### src/rtl/irq_seq_pkg.sv
package irq_seq_pkg;

    typedef enum logic [1:0] {
        K_RESET = 2'd0,
        K_NMI   = 2'd1,
        K_FIRQ  = 2'd2,
        K_IRQ   = 2'd3
    } kind_t;

    typedef enum logic [2:0] {
        S_IDLE,
        S_PUSH,
        S_VEC_HI,
        S_VEC_LO,
        S_VEC_TAIL,
        S_DONE
    } state_t;

    localparam int CC_E = 7;
    localparam int CC_F = 6;
    localparam int CC_I = 4;

    localparam logic [7:0] M_E = 8'h80;
    localparam logic [7:0] M_F = 8'h40;
    localparam logic [7:0] M_I = 8'h10;

    localparam int FRAME_FULL = 12;
    localparam int FRAME_FAST = 3;

endpackage

### src/rtl/irq_seq_arb.sv
module irq_seq_arb
    import irq_seq_pkg::*;
(
    input  logic  clk,
    input  logic  rst_n,
    input  logic  req_reset,
    input  logic  req_nmi,
    input  logic  req_firq,
    input  logic  req_irq,
    input  logic  mask_f,
    input  logic  mask_i,
    input  logic  take,
    output logic  win_valid,
    output kind_t win_kind
);

    logic rst_pend;
    logic nmi_pend;
    logic nmi_q;

    always_ff @(posedge clk or negedge rst_n) begin
        if (!rst_n) begin
            rst_pend <= 1'b0;
            nmi_pend <= 1'b0;
            nmi_q    <= 1'b0;
        end else begin
            nmi_q <= req_nmi;
            if (take && win_kind == K_RESET) rst_pend <= 1'b0;
            if (req_reset)                   rst_pend <= 1'b1;
            if (take && win_kind == K_NMI)   nmi_pend <= 1'b0;
            if (req_nmi && !nmi_q)           nmi_pend <= 1'b1;
        end
    end

    // Fixed priority; a masked fast request still shadows the normal one.
    always_comb begin
        win_valid = 1'b0;
        win_kind  = K_IRQ;
        if (rst_pend) begin
            win_valid = 1'b1;
            win_kind  = K_RESET;
        end else if (nmi_pend) begin
            win_valid = 1'b1;
            win_kind  = K_NMI;
        end else if (req_firq) begin
            win_valid = !mask_f;
            win_kind  = K_FIRQ;
        end else if (req_irq) begin
            win_valid = !mask_i;
            win_kind  = K_IRQ;
        end
    end

endmodule

### src/rtl/irq_seq_frame.sv
module irq_seq_frame (
    input  logic [3:0]  idx,
    input  logic [15:0] pc,
    input  logic [15:0] u,
    input  logic [15:0] y,
    input  logic [15:0] x,
    input  logic [7:0]  dp,
    input  logic [7:0]  b,
    input  logic [7:0]  a,
    input  logic [7:0]  cc,
    output logic [7:0]  byte_out
);

    always_comb begin
        unique case (idx)
            4'd0:    byte_out = pc[7:0];
            4'd1:    byte_out = pc[15:8];
            4'd2:    byte_out = u[7:0];
            4'd3:    byte_out = u[15:8];
            4'd4:    byte_out = y[7:0];
            4'd5:    byte_out = y[15:8];
            4'd6:    byte_out = x[7:0];
            4'd7:    byte_out = x[15:8];
            4'd8:    byte_out = dp;
            4'd9:    byte_out = b;
            4'd10:   byte_out = a;
            default: byte_out = cc;
        endcase
    end

endmodule

### src/rtl/irq_entry_seq.sv
module irq_entry_seq
    import irq_seq_pkg::*;
#(
    parameter logic [15:0] VEC_RESET  = 16'hFFFE,
    parameter logic [15:0] VEC_NMI    = 16'hFFFC,
    parameter logic [15:0] VEC_FIRQ   = 16'hFFF6,
    parameter logic [15:0] VEC_IRQ    = 16'hFFF8,
    parameter int          COST_W     = 8,
    parameter int          COST_FULL  = 19,
    parameter int          COST_FAST  = 10,
    parameter int          COST_RESET = 0
) (
    input  logic              clk,
    input  logic              rst_n,
    input  logic              boundary,
    input  logic              req_reset,
    input  logic              req_nmi,
    input  logic              req_firq,
    input  logic              req_irq,
    input  logic [7:0]        cc_in,
    input  logic [7:0]        reg_a,
    input  logic [7:0]        reg_b,
    input  logic [7:0]        reg_dp,
    input  logic [15:0]       reg_x,
    input  logic [15:0]       reg_y,
    input  logic [15:0]       reg_u,
    input  logic [15:0]       reg_s,
    input  logic [15:0]       reg_pc,
    input  logic [7:0]        mem_rdata,
    output logic              mem_we,
    output logic              mem_re,
    output logic [15:0]       mem_addr,
    output logic [7:0]        mem_wdata,
    output logic              busy,
    output logic              done,
    output logic [15:0]       pc_out,
    output logic [15:0]       sp_out,
    output logic [7:0]        cc_out,
    output logic              dp_clear,
    output logic [COST_W-1:0] cost,
    output logic [1:0]        kind_out
);

    localparam logic [3:0] LAST_IDX = 4'(FRAME_FULL - 1);
    localparam logic [3:0] FAST_HOP = 4'(FRAME_FAST - 2);

    state_t            state, nxt;
    kind_t             win_kind, kind_r;
    logic              win_valid, take;
    logic [3:0]        pidx;
    logic [15:0]       sp_r, vaddr, pc_r, vec_sel;
    logic [7:0]        cc_stk, cc_r, cc_new, frame_byte;
    logic [COST_W-1:0] cost_r, cost_sel;
    logic              dp_clr_r;

    assign take = (state == S_IDLE) && boundary && win_valid;

    irq_seq_arb u_arb (
        .clk      (clk),
        .rst_n    (rst_n),
        .req_reset(req_reset),
        .req_nmi  (req_nmi),
        .req_firq (req_firq),
        .req_irq  (req_irq),
        .mask_f   (cc_in[CC_F]),
        .mask_i   (cc_in[CC_I]),
        .take     (take),
        .win_valid(win_valid),
        .win_kind (win_kind)
    );

    irq_seq_frame u_frame (
        .idx     (pidx),
        .pc      (reg_pc),
        .u       (reg_u),
        .y       (reg_y),
        .x       (reg_x),
        .dp      (reg_dp),
        .b       (reg_b),
        .a       (reg_a),
        .cc      (cc_stk),
        .byte_out(frame_byte)
    );

    // Per-source entry attributes
    always_comb begin
        unique case (win_kind)
            K_RESET: begin
                cc_new = cc_in | M_F | M_I;
                vec_sel = VEC_RESET;
                cost_sel = COST_W'(COST_RESET);
            end
            K_NMI: begin
                cc_new = cc_in | M_E | M_F | M_I;
                vec_sel = VEC_NMI;
                cost_sel = COST_W'(COST_FULL);
            end
            K_FIRQ: begin
                cc_new = (cc_in & ~M_E) | M_F | M_I;
                vec_sel = VEC_FIRQ;
                cost_sel = COST_W'(COST_FAST);
            end
            default: begin
                cc_new = cc_in | M_E | M_I;
                vec_sel = VEC_IRQ;
                cost_sel = COST_W'(COST_FULL);
            end
        endcase
    end

    // Next-state logic
    always_comb begin
        nxt = state;
        unique case (state)
            S_IDLE:     if (take) nxt = (win_kind == K_RESET) ? S_VEC_HI : S_PUSH;
            S_PUSH:     if (pidx == LAST_IDX) nxt = S_VEC_HI;
            S_VEC_HI:   nxt = S_VEC_LO;
            S_VEC_LO:   nxt = S_VEC_TAIL;
            S_VEC_TAIL: nxt = S_DONE;
            S_DONE:     nxt = S_IDLE;
            default:    nxt = S_IDLE;
        endcase
    end

    // State register
    always_ff @(posedge clk or negedge rst_n) begin
        if (!rst_n) state <= S_IDLE;
        else        state <= nxt;
    end

    // Datapath registers
    always_ff @(posedge clk or negedge rst_n) begin
        if (!rst_n) begin
            kind_r   <= K_RESET;
            pidx     <= 4'd0;
            sp_r     <= 16'd0;
            vaddr    <= 16'd0;
            pc_r     <= 16'd0;
            cc_stk   <= 8'd0;
            cc_r     <= 8'd0;
            cost_r   <= '0;
            dp_clr_r <= 1'b0;
        end else begin
            unique case (state)
                S_IDLE: if (take) begin
                    kind_r   <= win_kind;
                    pidx     <= 4'd0;
                    sp_r     <= reg_s;
                    vaddr    <= vec_sel;
                    cc_stk   <= (win_kind == K_FIRQ) ? (cc_in & ~M_E) : (cc_in | M_E);
                    cc_r     <= cc_new;
                    cost_r   <= cost_sel;
                    dp_clr_r <= (win_kind == K_RESET);
                end
                S_PUSH: begin
                    sp_r <= sp_r - 16'd1;
                    pidx <= (kind_r == K_FIRQ && pidx == FAST_HOP) ? LAST_IDX : pidx + 4'd1;
                end
                S_VEC_LO:   pc_r[15:8] <= mem_rdata;
                S_VEC_TAIL: pc_r[7:0]  <= mem_rdata;
                default: ;
            endcase
        end
    end

    // Outputs
    always_comb begin
        mem_we    = (state == S_PUSH);
        mem_re    = (state == S_VEC_HI) || (state == S_VEC_LO);
        mem_wdata = mem_we ? frame_byte : 8'd0;
        unique case (state)
            S_PUSH:   mem_addr = sp_r - 16'd1;
            S_VEC_HI: mem_addr = vaddr;
            S_VEC_LO: mem_addr = vaddr + 16'd1;
            default:  mem_addr = 16'd0;
        endcase
        busy = (state != S_IDLE);
        done = (state == S_DONE);
    end

    assign pc_out   = pc_r;
    assign sp_out   = sp_r;
    assign cc_out   = cc_r;
    assign cost     = cost_r;
    assign dp_clear = dp_clr_r;
    assign kind_out = kind_r;


    one_port_chk: assert property (@(posedge clk) disable iff (!rst_n)
        !(mem_we && mem_re));


    stack_descend_chk: assert property (@(posedge clk) disable iff (!rst_n)
        mem_we |=> (!mem_we || mem_addr == $past(mem_addr) - 16'd1));


    vec_pair_chk: assert property (@(posedge clk) disable iff (!rst_n)
        mem_re |=> (!mem_re || mem_addr == $past(mem_addr) + 16'd1));


    done_release_chk: assert property (@(posedge clk) disable iff (!rst_n)
        done |=> !busy);


    busy_hold_chk: assert property (@(posedge clk) disable iff (!rst_n)
        (busy && !done) |=> busy);


    mask_set_chk: assert property (@(posedge clk) disable iff (!rst_n)
        done |-> cc_out[CC_I]);


    fast_e_chk: assert property (@(posedge clk) disable iff (!rst_n)
        (done && kind_out == 2'd2) |-> (!cc_out[CC_E] && cc_out[CC_F]));


    full_sp_chk: assert property (@(posedge clk) disable iff (!rst_n)
        (done && (kind_out == 2'd1 || kind_out == 2'd3)) |-> sp_out == reg_s - 16'd12);

endmodule

### config.mk
export PLATFORM = sky130hd
export DESIGN_NAME = irq_entry_seq
export DESIGN_NICKNAME = d
export VERILOG_FILES = /design/src/rtl/irq_seq_pkg.sv /design/src/rtl/irq_seq_arb.sv /design/src/rtl/irq_seq_frame.sv /design/src/rtl/irq_entry_seq.sv
export SDC_FILE = /design/constraint.sdc
export NUM_CORES = 1
export LEC_CHECK = 0
export ABC_CLOCK_PERIOD_IN_PS = 3000
export BUFFER_PORTS_ARGS = -buffer_cell sky130_fd_sc_hd__buf_2
export CORE_ASPECT_RATIO = 1.4
export CORE_MARGIN = 1.5
export CORE_UTILIZATION = 46
export DETAILED_ROUTE_END_ITERATION = 8
export PLACE_DENSITY = 0.86
export SLEW_MARGIN = 10
export SYNTH_ARGS = -nofsm -noshare
export SYNTH_HDL_FRONTEND = slang
export SYNTH_SLANG_ARGS = --single-unit
### constraint.sdc
create_clock -name clk -period 3 [get_ports clk]
set_input_delay 0.9 -clock clk [delete_from_list [all_inputs] [get_ports clk]]
set_output_delay 0.9 -clock clk [all_outputs]
set_load 0.02 [all_outputs]
Word-level counts from Yosys, hierarchy flattened
Cells that the tools add are included.

storage, ports and cells
  bits in registers = 85
  latch bits = 0
  bits in writable memories = 0
  memory bits (read-only) = 0
  input bits = 127
  output and inout port bits = 79
  logic and storage cells = 85
  memories = 0

cells by class
  $add $sub $neg = 3
  $mul = 0
  divide/modulo/power cells = 0
  magnitude comparators = 0
  equal/unequal tests = 21
  shifts and indexed selects = 0
  muxes and demuxes = 27
  bitwise gates (word level) = 0
  reduce and logical (&&, ||, !) cells = 20

operators with widths
  kind                   number
  $pmux 8 s11            1
  $pmux 16 s3            1
  $pmux 16 s2            1
  $pmux 8 s3             1
  $add 16x1->16 const B  1
  $eq 4x3->1 const B     4
  $eq 4x4->1 const B     4
  $mux 16                1
  $mux 8                 2
  $sub 16x1->16 const B  1
  $pmux 3 s5             1
  $pmux 4 s3             1
  $pmux 5 s2             1
  $mux 1                 9
  $eq 4x2->1 const B     2
  $mux 4                 2
  $pmux 4 s2             1
  $eq 3x2->1 const B     2
  $eq 3x3->1 const B     2
  $logic_and 1x1->1      6
  $mux 2                 3
  $mux 3                 2
  $reduce_and 2->1       3
  $reduce_bool 2->1      3
  12 further kinds       16

Depth between registers and ports, before layout
  depth after elaboration = 9
  gate-level depth with buffers = 7

Modules after synthesis
From an unflattened synthesis, not the netlist that was laid out.

unflattened totals
  cell total of the unflattened synthesis = 476
  area, all modules = 4235.3 um^2

by module, submodules not included
  module         instances  cells each  area each (um^2)  sequential area each (um^2)
  irq_entry_seq  1          317         3071.7            1476.4
  irq_seq_frame  1          145         1008.5            0.0
  irq_seq_arb    1          14          155.1             75.1

Worst setup path before layout
Ideal clock, no wire load.

  path type = register to output
  start = reg sp_r[0] (netlist: sp_out[0])
  end = out mem_addr[10]
  data arrival time = 2.065 ns
  required time = 2.100 ns
  slack = 0.035 ns
  cell stages (with the launch flop) = 7
  buffers on the path = 0
  path through = dfrtp_1 -> inv_1 -> ha_1 -> nor3b_1 -> nand3_1 -> xnor2_1 -> o21ai_0

between the ends
  longest elaborated chain between the ends = 2

ends and longest elaborated chain
  element                 line                  text
  start, declared         irq_entry_seq.sv:51   logic [15:0] sp_r, vaddr, pc_r, vec_sel;
  start signal, assigned  irq_entry_seq.sv:148  sp_r <= reg_s;
  start signal, assigned  irq_entry_seq.sv:156  sp_r <= sp_r - 16'd1;
  $sub 16x1->16           irq_entry_seq.sv:172  S_PUSH: mem_addr = sp_r - 16'd1;
  $pmux 16 s3             irq_entry_seq.sv:171  unique case (state)
  end, declared           irq_entry_seq.sv:32   output logic [15:0] mem_addr,

No other way between the ends.

Final worst setup path
  start = reg sp_r[4] (netlist: sp_out[4])
  end = out mem_addr[9]

Same word-level chain as after synthesis.

==> flow_summary.yaml <==
logic_synthesis:
  yosys_warnings: 0
  ys_seq_area_share_pct: 39.4
  mappedNetlistArea_sq_um: 3810
  synth_top_area_share_pct: 39.4
  synth_cells: 413
  synth_edf_count: 0
  avgSynthCellArea_sq_um: 9.22
  yosysUniqueCellTypes: 54
  yosys-top-cells-count: "dfrtp_1, nand2_1, o21ai_0"
  ys_seq_elements: 60
  synthArstFlopShare_pct: 100
  yosys-top-cells-area: "dfrtp_1, mux2_2, nand2_1"
  synth_most_common_cell: "dfrtp_1"
  synth-main-ff-cell: "dfrtp_1"
  synth_top_cell_by_area: "dfrtp_1"
grt:
  grt_pass1_vias: 4159
  grt_pass1_wl_um: 19900
  grt_overflow: 0
  grt_max_degree: 38
  grt_use_total_pct: 29.0
  antenna_found_initial: 2
floorplan:
  die_area_sq_um: 8840
  initial_core_util_pct: 47.0
  die_h_um: 111
  chipWidth_um: 79.9
  core_area_sq_um: 8100
  pin_count: 206
  placement_rows: 39
timing:
  timing.fmax_mhz: 328
  rsz0062_at_grt: "yes"
  drv_slew: 0
  hold_violations: 0
  setup_slack_ns: -0.0490
  clock_skew_ns: 0.00686
  tightestPinTransition_ns: 0.822
  layout_min_cycle_time_ns: 3.05
  setup_violations: 3
  holdWs_ns: 0.438
  tns_ns: -0.0786
  fin_crit_sh_pct: 102
  relSlewSlack_pct: 45.2
power:
  ir_worst_vdd_mv: 0.796
  p_per_area_nw_per_um2: 1280
  leakage_nw: 2.72
drt:
  via_count: 4325
  ant_nets: 0
  dr.pass1.iters: 5
  drc_errors: 0
  wire_per_inst_um: 18.0
  drt-initial-drc-count: 285
  viasPerCell: 5.84
  routed_wl_um: 13300
setup_path:
  slowest_stage: "or4_4"
  path_max_fanout: 7
  arrival_ns: 2.15
  cp_num_cells: 5
  critPathLaunchType: "flip-flop"
  path_buf_inv: 1
  path_cells: "or3_4 -> or4_4 -> xor2_1 -> o21ai_2 -> buf_6"
  worst_setup_path_end_kind: "output port"
  cp-endpoint: "mem_addr[9]"
  critPathMaxStageDelay_ns: 0.51
  crit_start: "sp_out[4]"
  path_class: "flip-flop to output port"
  r2r_start: "u_arb.rst_pend"
  required_ns: 2.10
  r2r_cells: 5
  r2r_slack_ns: 0.82
  cp_top_family: "simple AND/OR/NAND/NOR gates"
  timing.rr.end: "cost[1]"
clock_network:
  cts_buffers: 9
  cts_tree: "done"
  htree_levels: 3
  clock_latency_ns: 0.32
  clockRootBuffer: "clkbuf_16"
  clk_pin_slew_ns: 0.05
  clk_path_buf_depth: 2
  cts_sinks: 60
job:
  max_cap_violations: 0
finish:
  area_growth_pct: 47.3
  nets: 764
  layout-drive-gt1-share_pct: 51.5
outcome:
  status: "finished with violations"
  violations: "negative setup slack"
placement:
  dp_hpwl_um: 9520
  portBuffers: 201
  gp_congestion: 0.853
min_path:
  hp-class: "flip-flop to flip-flop"
==> placed cells by master (no fill, tap or decap), types with 3 or more instances in the layout <==
master	netlist	routed
buf_2	13	197
dfrtp_1	60	53
nand2_1	45	45
buf_4	12	40
o21ai_0	30	28
mux2_2	22	22
a21oi_1	20	20
nor2_1	17	17
a22o_1	13	13
inv_1	15	12
a22oi_1	12	12
clkbuf_16	0	9
nor3_1	10	8
a31oi_1	7	7
buf_6	0	7
dfrtp_2	0	7
xor2_1	6	6
and2_1	6	6
o221a_2	6	6
nand3_1	8	6
a221o_1	6	6
a21o_1	5	5
a221oi_1	8	5
a222oi_1	5	5
o22ai_1	6	5
xnor2_1	6	4
nand4_1	4	4
mux2i_1	4	4
nand2b_1	4	4
ha_4	0	4
conb_1	1	4
nor2b_1	3	3
a221oi_2	0	3
a211oi_1	5	3
o211ai_1	3	3
clkinv_2	0	3
clkbuf_8	0	3
==> worst reg2reg max path: stages (launching register included) <==
cell	delay (ns)
dfrtp_1	0.43
or2_1	0.34
o311ai_4	0.67
buf_4	0.37
nor2_1	0.09
a21o_1	0.16
==> worst min path at each step <==
stage                     slack, ns  cells past startpoint   startpoint        endpoint
after floorplan                0.41                      1  u_arb.nmi_q  u_arb.nmi_pend
after global placement         0.41                      1  u_arb.nmi_q  u_arb.nmi_pend
after detailed placement       0.43                      1  u_arb.nmi_q  u_arb.nmi_pend
after CTS                      0.44                      1  u_arb.nmi_q  u_arb.nmi_pend
after global routing           0.46                      1  u_arb.nmi_q  u_arb.nmi_pend
final                          0.44                      1  u_arb.nmi_q  u_arb.nmi_pend
==> layout make-up <==
class                           instances  area (sq um)
Clock buffer                           12           267
Sequential cell                        60          1510
Fill cell                             640          2490
Inverter                               15          65.1
Tap cell                              102           128
Timing Repair Buffer                  246          1400
Antenna cell                            1          2.50
Multi-Input combinational cell        300          2220
Clock inverter                          4          22.5
==> cell families after synthesis <==
group / synth area share [%]
AO/OA/AOI/OAI: 26.8
XOR/XNOR: 2.76
other: 0.0985
AND/OR/NAND/NOR: 14.6
buffers and inverters: 7.13
multiplexers: 7.56
adder cells (fa/ha/maj): 1.64
flip-flops: 39.4
==> what timing repair did <==
| action | 4_1_cts | 5_1_grt |
|---|---|---|
| hold buffers | 0 | 0 |
| pin swaps | 6 | 11 |
| gates resized for setup | 25 | 34 |
| cloned | 1 | 2 |
| setup endpoints to repair | 14 | 19 |
| setup buffers | 12 | 0 |
==> metrics by stage <==
stage	instance area, sq um	setup slack, ns	std cells	power, mW	utilization [%]
2_1_floorplan	3820	0.0349	416	4.30	-
3_3_place_gp	4990	0.0523	708	5.54	61.6
3_5_place_dp	4990	-0.0167	708	5.66	61.6
4_1_cts	5460	-0.0353	737	6.91	67.4
5_1_grt	5610	-0.0963	740	7.58	69.3
6_report	5610	-0.0490	740	7.17	69.3
==> state kept, by name, indices dropped and copies added (netlist names) <==
register,flops
cc_out,3
cc_stk,8
cost,2
dp_clear,1
kind_out,2
pc_out,16
pidx,4
sp_out,16
state,3
u_arb.nmi_pend,1
u_arb.nmi_q,1
u_arb.rst_pend,1
vaddr,2
==> power by group <==
part | leakage [nW] | total (mW) | internal [mW] | switching (mW)
Sequential | 0.703 | 1.59 | 1.19 | 0.405
Combinational | 1.88 | 4.62 | 1.97 | 2.66
Clock | 0.144 | 0.958 | 0.620 | 0.338
Total | 2.72 | 7.17 | 3.78 | 3.40
==> routing by layer <==
metal | up-vias | share of wire (%) | track usage, %
met1 | 2035 | 37 | 31.2
met5 | - | 0.082 | 0
met2 | 262 | 50 | 49.1
met4 | 2 | 4.8 | 17.1
li1 | 1975 | - | -
met3 | 51 | 8.2 | 8.15
Note: power is estimated with default switching activity, not from simulation.
